File: config.mk
export PLATFORM = sky130hd
export DESIGN_NAME = nvs_shadow_ram
export DESIGN_NICKNAME = d
export VERILOG_FILES = /design/src/rtl/nvs_pkg.sv /design/src/rtl/nvs_key_watch.sv /design/src/rtl/nvs_xfer_fsm.sv /design/src/rtl/nvs_arrays.sv /design/src/rtl/nvs_shadow_ram.sv
export SDC_FILE = /design/constraint.sdc
export NUM_CORES = 2
export LEC_CHECK = 0
export BUFFER_PORTS_ARGS = -buffer_cell sky130_fd_sc_hd__buf_2
export CAP_MARGIN = 25
export CORE_UTILIZATION = 40
export DETAILED_ROUTE_END_ITERATION = 16
export HOLD_SLACK_MARGIN = 0.06
export SYNTH_ARGS = -nofsm -noshare
export SYNTH_HDL_FRONTEND = slang
export SYNTH_SLANG_ARGS = --single-unit
export TNS_END_PERCENT = 1
File: constraint.sdc
create_clock -name clk -period 13.85 [get_ports clk]
set_input_delay 0 -clock clk [delete_from_list [all_inputs] [get_ports clk]]
set_output_delay 0 -clock clk [all_outputs]
set_load 0.02 [all_outputs]
File: src/rtl/nvs_pkg.sv
package nvs_pkg;
    typedef enum logic [1:0] {
        XF_IDLE  = 2'd0,
        XF_STORE = 2'd1,
        XF_CLEAR = 2'd2,
        XF_LOAD  = 2'd3
    } xfer_state_t;

    localparam int KEY_LEN = 6;
endpackage

File: src/rtl/nvs_key_watch.sv
module nvs_key_watch #(
    parameter int              ADDR_W   = 15,
    parameter logic [14:0]     KEY0     = 15'h0E38,
    parameter logic [14:0]     KEY1     = 15'h31C7,
    parameter logic [14:0]     KEY2     = 15'h03E0,
    parameter logic [14:0]     KEY3     = 15'h3C1F,
    parameter logic [14:0]     KEY4     = 15'h303F,
    parameter logic [14:0]     STORE_K  = 15'h0FC0,
    parameter logic [14:0]     RECALL_K = 15'h0C63
) (
    input  logic              clk,
    input  logic              por_n,
    input  logic              cs,
    input  logic              we,
    input  logic              busy,
    input  logic [ADDR_W-1:0] addr,
    output logic              go_store,
    output logic              go_recall
);
    localparam int IW = $clog2(nvs_pkg::KEY_LEN);
    localparam logic [IW-1:0] LAST_IDX = IW'(nvs_pkg::KEY_LEN - 1);

    logic [IW-1:0] idx_q;
    logic          acc, rd_acc;

    function automatic logic [ADDR_W-1:0] key_at(input logic [IW-1:0] i);
        case (i)
            IW'(0):  key_at = ADDR_W'(KEY0);
            IW'(1):  key_at = ADDR_W'(KEY1);
            IW'(2):  key_at = ADDR_W'(KEY2);
            IW'(3):  key_at = ADDR_W'(KEY3);
            default: key_at = ADDR_W'(KEY4);
        endcase
    endfunction

    assign acc    = cs && !busy;
    assign rd_acc = acc && !we;

    always_ff @(posedge clk) begin
        if (!por_n) begin
            idx_q <= '0;
        end else if (acc) begin
            if (we || idx_q == LAST_IDX)
                idx_q <= '0;
            else if (addr == key_at(idx_q))
                idx_q <= idx_q + 1'b1;
            else
                idx_q <= '0;
        end
    end

    assign go_store  = rd_acc && (idx_q == LAST_IDX) && (addr == ADDR_W'(STORE_K));
    assign go_recall = rd_acc && (idx_q == LAST_IDX) && (addr == ADDR_W'(RECALL_K));

    assert_write_aborts_R5: assert property (@(posedge clk) disable iff (!por_n)
        (cs && we && !busy) |=> (idx_q == '0));
    assert_deselect_holds_R6: assert property (@(posedge clk) disable iff (!por_n)
        (!cs && !busy) |=> $stable(idx_q));
    assert_busy_freezes_R7: assert property (@(posedge clk) disable iff (!por_n)
        busy |=> $stable(idx_q));
    assert_one_command_R3: assert property (@(posedge clk) disable iff (!por_n)
        $onehot0({go_store, go_recall}));
endmodule

File: src/rtl/nvs_xfer_fsm.sv
module nvs_xfer_fsm #(
    parameter int DEPTH_LOG2 = 8
) (
    input  logic                  clk,
    input  logic                  por_n,
    input  logic                  go_store,
    input  logic                  go_recall,
    output logic                  busy,
    output logic                  do_store,
    output logic                  do_clear,
    output logic                  do_load,
    output logic [DEPTH_LOG2-1:0] ptr
);
    import nvs_pkg::*;
    localparam logic [DEPTH_LOG2-1:0] LAST = '1;

    xfer_state_t state_q, state_d;
    logic [DEPTH_LOG2-1:0] ptr_q;
    logic at_last;

    assign at_last = (ptr_q == LAST);

    always_ff @(posedge clk) begin
        if (!por_n) begin
            state_q <= XF_CLEAR;
            ptr_q   <= '0;
        end else begin
            state_q <= state_d;
            ptr_q   <= (state_q == XF_IDLE || at_last) ? '0 : ptr_q + 1'b1;
        end
    end

    always_comb begin
        state_d = state_q;
        unique case (state_q)
            XF_IDLE: begin
                if (go_store)       state_d = XF_STORE;
                else if (go_recall) state_d = XF_CLEAR;
            end
            XF_STORE: if (at_last) state_d = XF_IDLE;
            XF_CLEAR: if (at_last) state_d = XF_LOAD;
            XF_LOAD:  if (at_last) state_d = XF_IDLE;
        endcase
    end

    always_comb begin
        busy     = (state_q != XF_IDLE);
        do_store = (state_q == XF_STORE);
        do_clear = (state_q == XF_CLEAR);
        do_load  = (state_q == XF_LOAD);
        ptr      = ptr_q;
    end

    assert_store_start_R3: assert property (@(posedge clk) disable iff (!por_n)
        (state_q == XF_IDLE && go_store) |=> (state_q == XF_STORE && ptr_q == '0));
    assert_store_end_R3: assert property (@(posedge clk) disable iff (!por_n)
        (state_q == XF_STORE && at_last) |=> (state_q == XF_IDLE));
    assert_clear_then_load_R4: assert property (@(posedge clk) disable iff (!por_n)
        (state_q == XF_CLEAR && at_last) |=> (state_q == XF_LOAD && ptr_q == '0));
    assert_recall_start_R4: assert property (@(posedge clk) disable iff (!por_n)
        (state_q == XF_IDLE && go_recall && !go_store) |=> (state_q == XF_CLEAR));
endmodule

File: src/rtl/nvs_arrays.sv
module nvs_arrays #(
    parameter int DEPTH_LOG2 = 8,
    parameter int DATA_W     = 8
) (
    input  logic                  clk,
    input  logic                  por_n,
    input  logic                  cs,
    input  logic                  oe,
    input  logic                  we,
    input  logic [DEPTH_LOG2-1:0] word,
    input  logic [DATA_W-1:0]     din,
    input  logic                  busy,
    input  logic                  do_store,
    input  logic                  do_clear,
    input  logic                  do_load,
    input  logic [DEPTH_LOG2-1:0] ptr,
    output logic [DATA_W-1:0]     dout,
    output logic                  dout_en
);
    localparam int DEPTH = 1 << DEPTH_LOG2;

    logic [DATA_W-1:0] work_mem   [DEPTH];
    logic [DATA_W-1:0] shadow_mem [DEPTH];
    logic [DATA_W-1:0] rd_q;
    logic              en_q;
    logic              host_wr, host_rd;

    assign host_wr = cs && we && !busy;
    assign host_rd = cs && !we && !busy;

    always_ff @(posedge clk) begin
        if (do_clear)
            work_mem[ptr] <= '0;
        else if (do_load)
            work_mem[ptr] <= shadow_mem[ptr];
        else if (host_wr)
            work_mem[word] <= din;
    end

    always_ff @(posedge clk) begin
        if (do_store)
            shadow_mem[ptr] <= work_mem[ptr];
    end

    always_ff @(posedge clk) begin
        if (!por_n) begin
            rd_q <= '0;
            en_q <= 1'b0;
        end else begin
            en_q <= host_rd && oe;
            if (host_rd)
                rd_q <= work_mem[word];
        end
    end

    assign dout    = en_q ? rd_q : '0;
    assign dout_en = en_q;

    assert_busy_silent_R7: assert property (@(posedge clk) disable iff (!por_n)
        busy |=> !dout_en);
    assert_no_oe_silent_R2: assert property (@(posedge clk) disable iff (!por_n)
        (!oe || !cs) |=> !dout_en);
endmodule

File: src/rtl/nvs_shadow_ram.sv
module nvs_shadow_ram #(
    parameter int          ADDR_W     = 15,
    parameter int          DEPTH_LOG2 = 8,
    parameter int          DATA_W     = 8,
    parameter logic [14:0] KEY0       = 15'h0E38,
    parameter logic [14:0] KEY1       = 15'h31C7,
    parameter logic [14:0] KEY2       = 15'h03E0,
    parameter logic [14:0] KEY3       = 15'h3C1F,
    parameter logic [14:0] KEY4       = 15'h303F,
    parameter logic [14:0] STORE_K    = 15'h0FC0,
    parameter logic [14:0] RECALL_K   = 15'h0C63
) (
    input  logic              clk,
    input  logic              por_n,
    input  logic              cs,
    input  logic              oe,
    input  logic              we,
    input  logic [ADDR_W-1:0] addr,
    input  logic [DATA_W-1:0] din,
    output logic [DATA_W-1:0] dout,
    output logic              dout_en,
    output logic              busy
);
    logic go_store, go_recall;
    logic do_store, do_clear, do_load;
    logic [DEPTH_LOG2-1:0] ptr;

    nvs_key_watch #(
        .ADDR_W(ADDR_W), .KEY0(KEY0), .KEY1(KEY1), .KEY2(KEY2), .KEY3(KEY3),
        .KEY4(KEY4), .STORE_K(STORE_K), .RECALL_K(RECALL_K)
    ) u_watch (
        .clk(clk), .por_n(por_n), .cs(cs), .we(we), .busy(busy), .addr(addr),
        .go_store(go_store), .go_recall(go_recall)
    );

    nvs_xfer_fsm #(.DEPTH_LOG2(DEPTH_LOG2)) u_fsm (
        .clk(clk), .por_n(por_n), .go_store(go_store), .go_recall(go_recall),
        .busy(busy), .do_store(do_store), .do_clear(do_clear), .do_load(do_load),
        .ptr(ptr)
    );

    nvs_arrays #(.DEPTH_LOG2(DEPTH_LOG2), .DATA_W(DATA_W)) u_mem (
        .clk(clk), .por_n(por_n), .cs(cs), .oe(oe), .we(we),
        .word(addr[DEPTH_LOG2-1:0]), .din(din), .busy(busy),
        .do_store(do_store), .do_clear(do_clear), .do_load(do_load), .ptr(ptr),
        .dout(dout), .dout_en(dout_en)
    );
endmodule

==> PnR_summary.wiki <==
{| class="wikitable"
! Metric !! Value
|-
| Global-route track usage on met1 || around a third
|-
| CP Capture Type || register
|-
| Avg Cell Area, Syn || 21.1 µm²
|-
| Yosys reg bits || around 4100
|-
| Gr busiest metal || met2
|-
| Reg-to-reg setup timing slack || between 6 and 7 ns
|-
| Via count normalized by instance count || between 6 and 7
|-
| Startpoint kind of the worst setup timing path || register
|-
| Switching share of total power || roughly 23%
|-
| Cell leakage power || 58.5 nW
|-
| Die area || ~0.44 mm²
|-
| Clock Power Share || roughly two fifths
|-
| CP Class || register to register
|-
| Detailed placer's ending HPWL || 348000 µm
|-
| Peak supply drop || between 0.0001 and 0.00015 V
|-
| Wire length after detailed routing || 554000 µm
|-
| Largest net degree at the start of global routing || 257
|-
| Clock Skew || 0.0645 ns
|-
| Maximum clock frequency || 0.135 GHz
|-
| Total standard cell area after synthesis || approximately 0.18 mm²
|-
| Total power after layout || 27.2 mW
|-
| Share of total power in combinational logic || between 8 and 9%
|-
| Clock sink total || 4118
|-
| Core box area || 0.438 mm²
|-
| Chip width || ~670 µm
|-
| Met3 capacity usage during global routing || under 10%
|-
| Cell area after layout || between 0.15 and 0.2 mm²
|-
| Count of pins on the block boundary || 38
|-
| Dpl cell area || 0.185 mm²
|-
| Clock input transition at the sequential cells of the worst setup and hold paths || 0.06 ns
|-
| Resized Gates After CTS || 0
|-
| Share of the yosys chip area belonging to registers || ~70%
|-
| Antenna violations before repair || 31
|-
| Final clock period utilization by the worst path || a little over half
|-
| Unrepaired setup endpoints after global routing || false
|-
| Net Switching || around 6.3 mW
|-
| Worst skew pair latency || just over 1 ns
|-
| Share of synthesized registers carrying an async set or reset || 0%
|-
| Final setup viols || 0
|-
| Routed vias || between 90000 and 100k
|-
| Predominant post-synthesis flop cell || edfxtp_1
|-
| Power density over the cells || about 140 mW/mm²
|-
| Gr usage total || 24.7%
|-
| Total count of max-transition violations in the final report || 0
|-
| Critical Path AT || 7.98 ns
|-
| IO Port Bufs || 37
|-
| Global route total overflow || 0
|-
| Post-route ant nets || 0
|-
| Number of buffers added to fix hold violations after cts || 30
|-
| First-pass GRT wire length || 768000 µm
|-
| CP Max Fanout || 96
|-
| Maximum clock path buffer count || 4
|-
| Iteration-0 DRC count of the detailed router || 13300
|-
| Area growth from synthesis to layout || 13.0%
|-
| Status || finished clean
|-
| Net count after synthesis || approximately 8400
|-
| Slew @ Worst Pin || roughly 1.3 ns
|-
| Post-CTS setup buffers || 0
|-
| Starting utilization of the core area || ~40%
|-
| Hold Crit Class || primary input to register
|-
| Largest area contributor in the synthesized netlist || edfxtp_1
|-
| Root Driver || clkbuf_16
|-
| TritonCTS clock tree || done
|-
| Gate count after technology mapping || roughly 8300
|-
| Met2 usage in global routing || between 30% and 40%
|-
| Required arrival time at the worst endpoint || about 14 ns
|-
| Remaining routing DRC violations || 0
|-
| Cell count after placement || about 14000
|-
| Vias in the first global route || 95400
|-
| Number of flops mapped to enable cells by yosys || roughly 4000
|-
| Number of violations of the max-capacitance limit || 0
|-
| Net total in the final layout || 8732
|-
| Count of unique library cells instantiated by Yosys || between 70 and 80
|-
| Total number of placement rows || approximately 240
|-
| Slew headroom || 12.1%
|-
| Share of final-layout standard cells stronger than drive strength 1 || a little under a third
|-
| Syn. warnings || 0
|-
| Number of iterations in the first detailed-routing pass || 8
|-
| Ranking of synthesized cells by area || edfxtp_1 70%, mux4_2 22%, mux2i_1 1.6%
|-
| DR WL/cell || around 37 µm
|-
| Yosys top cell area share || a little over two thirds
|-
| Internal || 20.9 mW
|-
| Number of endpoints with negative hold slack in the final report || 0
|-
| DIE HEIGHT || 666 µm
|-
| Maximum level of the CTS H-tree || 5
|-
| Non-filler instance count after layout || 14900
|-
| Tightest hold margin || 0.141 ns
|-
| Reg power frac || around half
|-
| Clock buffer count from CTS || 415
|-
| Placer Congestion || 0.919
|-
| Clock period minus worst slack || ~7.4 ns
|}
-- critical path, stage by stage, from the launching register on --
cell	delay, ns
dfxtp_4	0.76
buf_12	0.49
buf_4	0.58
buf_4	0.70
mux4_2	0.60
mux4_2	0.48
a22oi_1	0.62
nand4_1	0.61
nand4b_1	0.59
buf_4	0.42
buf_4	0.33
buf_4	0.44
-- layout by cell type (no fill, tap or decap), types with 20 or more instances in the layout --
master         synthesis  layout
nand3_1               73      73
o211ai_1              20      20
nor2b_1               46      38
buf_12                 0      30
a31oi_1               25      25
and2_1                30      28
o22ai_1               74      74
o21ai_0               57      49
a22o_1                30      29
a21oi_1               69      68
edfxtp_1            4096    4096
clkbuf_16              0     420
a211oi_1              26      26
buf_2                166      38
nor2_1               581     567
buf_4                 76     344
buf_6                 43      81
nand2_1              203     202
diode_2                0      29
clkbuf_1             244      86
a221oi_1              30      30
nor3_1                34      32
nand4_1               25      25
mux4_2              1684    1684
dlygate4sd3_1          0      31
clkinv_2               0      71
mux2i_1              284     284
a22oi_1              107     107
bufinv_16              0      35
clkinv_1               2     104
-- power groups by stage --
| stage | Clock, mW | Sequential [mW] | Combinational [mW] |
|---|---|---|---|
| floorplan | 0 | 14.4 | 1.34 |
| global placement | 0 | 14.2 | 2.13 |
| detailed placement | 0 | 14.2 | 2.18 |
| CTS | 11.2 | 13.9 | 2.19 |
| global route | 11.6 | 13.9 | 2.29 |
| finish | 11.1 | 13.9 | 2.21 |
-- metal layers --
metal | wire length, µm | vias to the layer above | share of wire, %
met4 | 35500 | 14 | 6.4
met1 | 201000 | 51200 | 36
met2 | 257000 | 6134 | 46
met5 | 92 | - | 0.017
li1 | - | 36500 | -
met3 | 60400 | 1380 | 11
-- cell usage after synthesis (69+ instances only) --
library cell	number
a21oi_1	69
a22oi_1	107
buf_2	166
buf_4	76
clkbuf_1	244
edfxtp_1	4096
mux2i_1	284
mux4_2	1684
nand2_1	203
nand3_1	73
nor2_1	581
o22ai_1	74
-- sequential cells by signal, indices dropped and copies added, names as in the netlist --
| name | count |
|---|---|
| u_fsm.state_q | 2 |
| u_mem.shadow_mem | 2048 |
| u_mem.rd_q | 8 |
| u_fsm.ptr | 8 |
| u_mem.dout_en | 1 |
| u_mem.work_mem | 2048 |
| u_watch.idx_q | 3 |
-- cell families (layout without fill, tap and decap cells) --
family / after synthesis / in the layout / share of synthesized area [%]
AOI/OAI and AO/OA: 539 / 539 / 2.16
xor gates and xnor gates: 6 / 6 / 0.0298
adders and majority gates: 9 / 9 / 0.0639
buffers and inverters: 605 / 1310 / 1.76
DFF: 4118 / 4118 / 70.1
muxes: 1986 / 1986 / 23.3
other: 0 / 29 / 0
and+or+nand+nor: 1067 / 1067 / 2.64
-- through the flow --
step           util [%]  setup TNS (ns)  setup slack, ns
2_1_floorplan         -         -306.39           -0.453
3_3_place_gp       41.9               0             6.43
3_5_place_dp       42.2               0             6.36
4_1_cts            45.3               0             6.29
5_1_grt            45.4               0             6.24
6_report           45.4               0             6.46
-- final timing paths --
check,start,to,cells after the start
min reg2reg,u_watch.idx_q[1]$_SDFFE_PN0N_,u_watch.idx_q[1]$_SDFFE_PN0N_,2
max,u_fsm.ptr[0]$_SDFF_PP0_,u_mem.shadow_mem[160][5]$_DFFE_PP_,11
max reg2reg,u_fsm.ptr[0]$_SDFF_PP0_,u_mem.shadow_mem[160][5]$_DFFE_PP_,11
min,din[2],u_mem.work_mem[18][2]$_DFFE_PP_,4
-- area by class of cell --
| class | count | area (µm²) |
|---|---|---|
| Fill cell | 36400 | 239000 |
| Sequential cell | 4118 | 123000 |
| Multi-Input combinational cell | 3607 | 49900 |
| Clock buffer | 509 | 10900 |
| Tap cell | 5880 | 7360 |
| Timing Repair Buffer | 541 | 4940 |
| Clock inverter | 248 | 2270 |
| Antenna cell | 29 | 72.6 |
| Inverter | 12 | 47.5 |
Note: power is estimated with default switching activity, not from simulation.
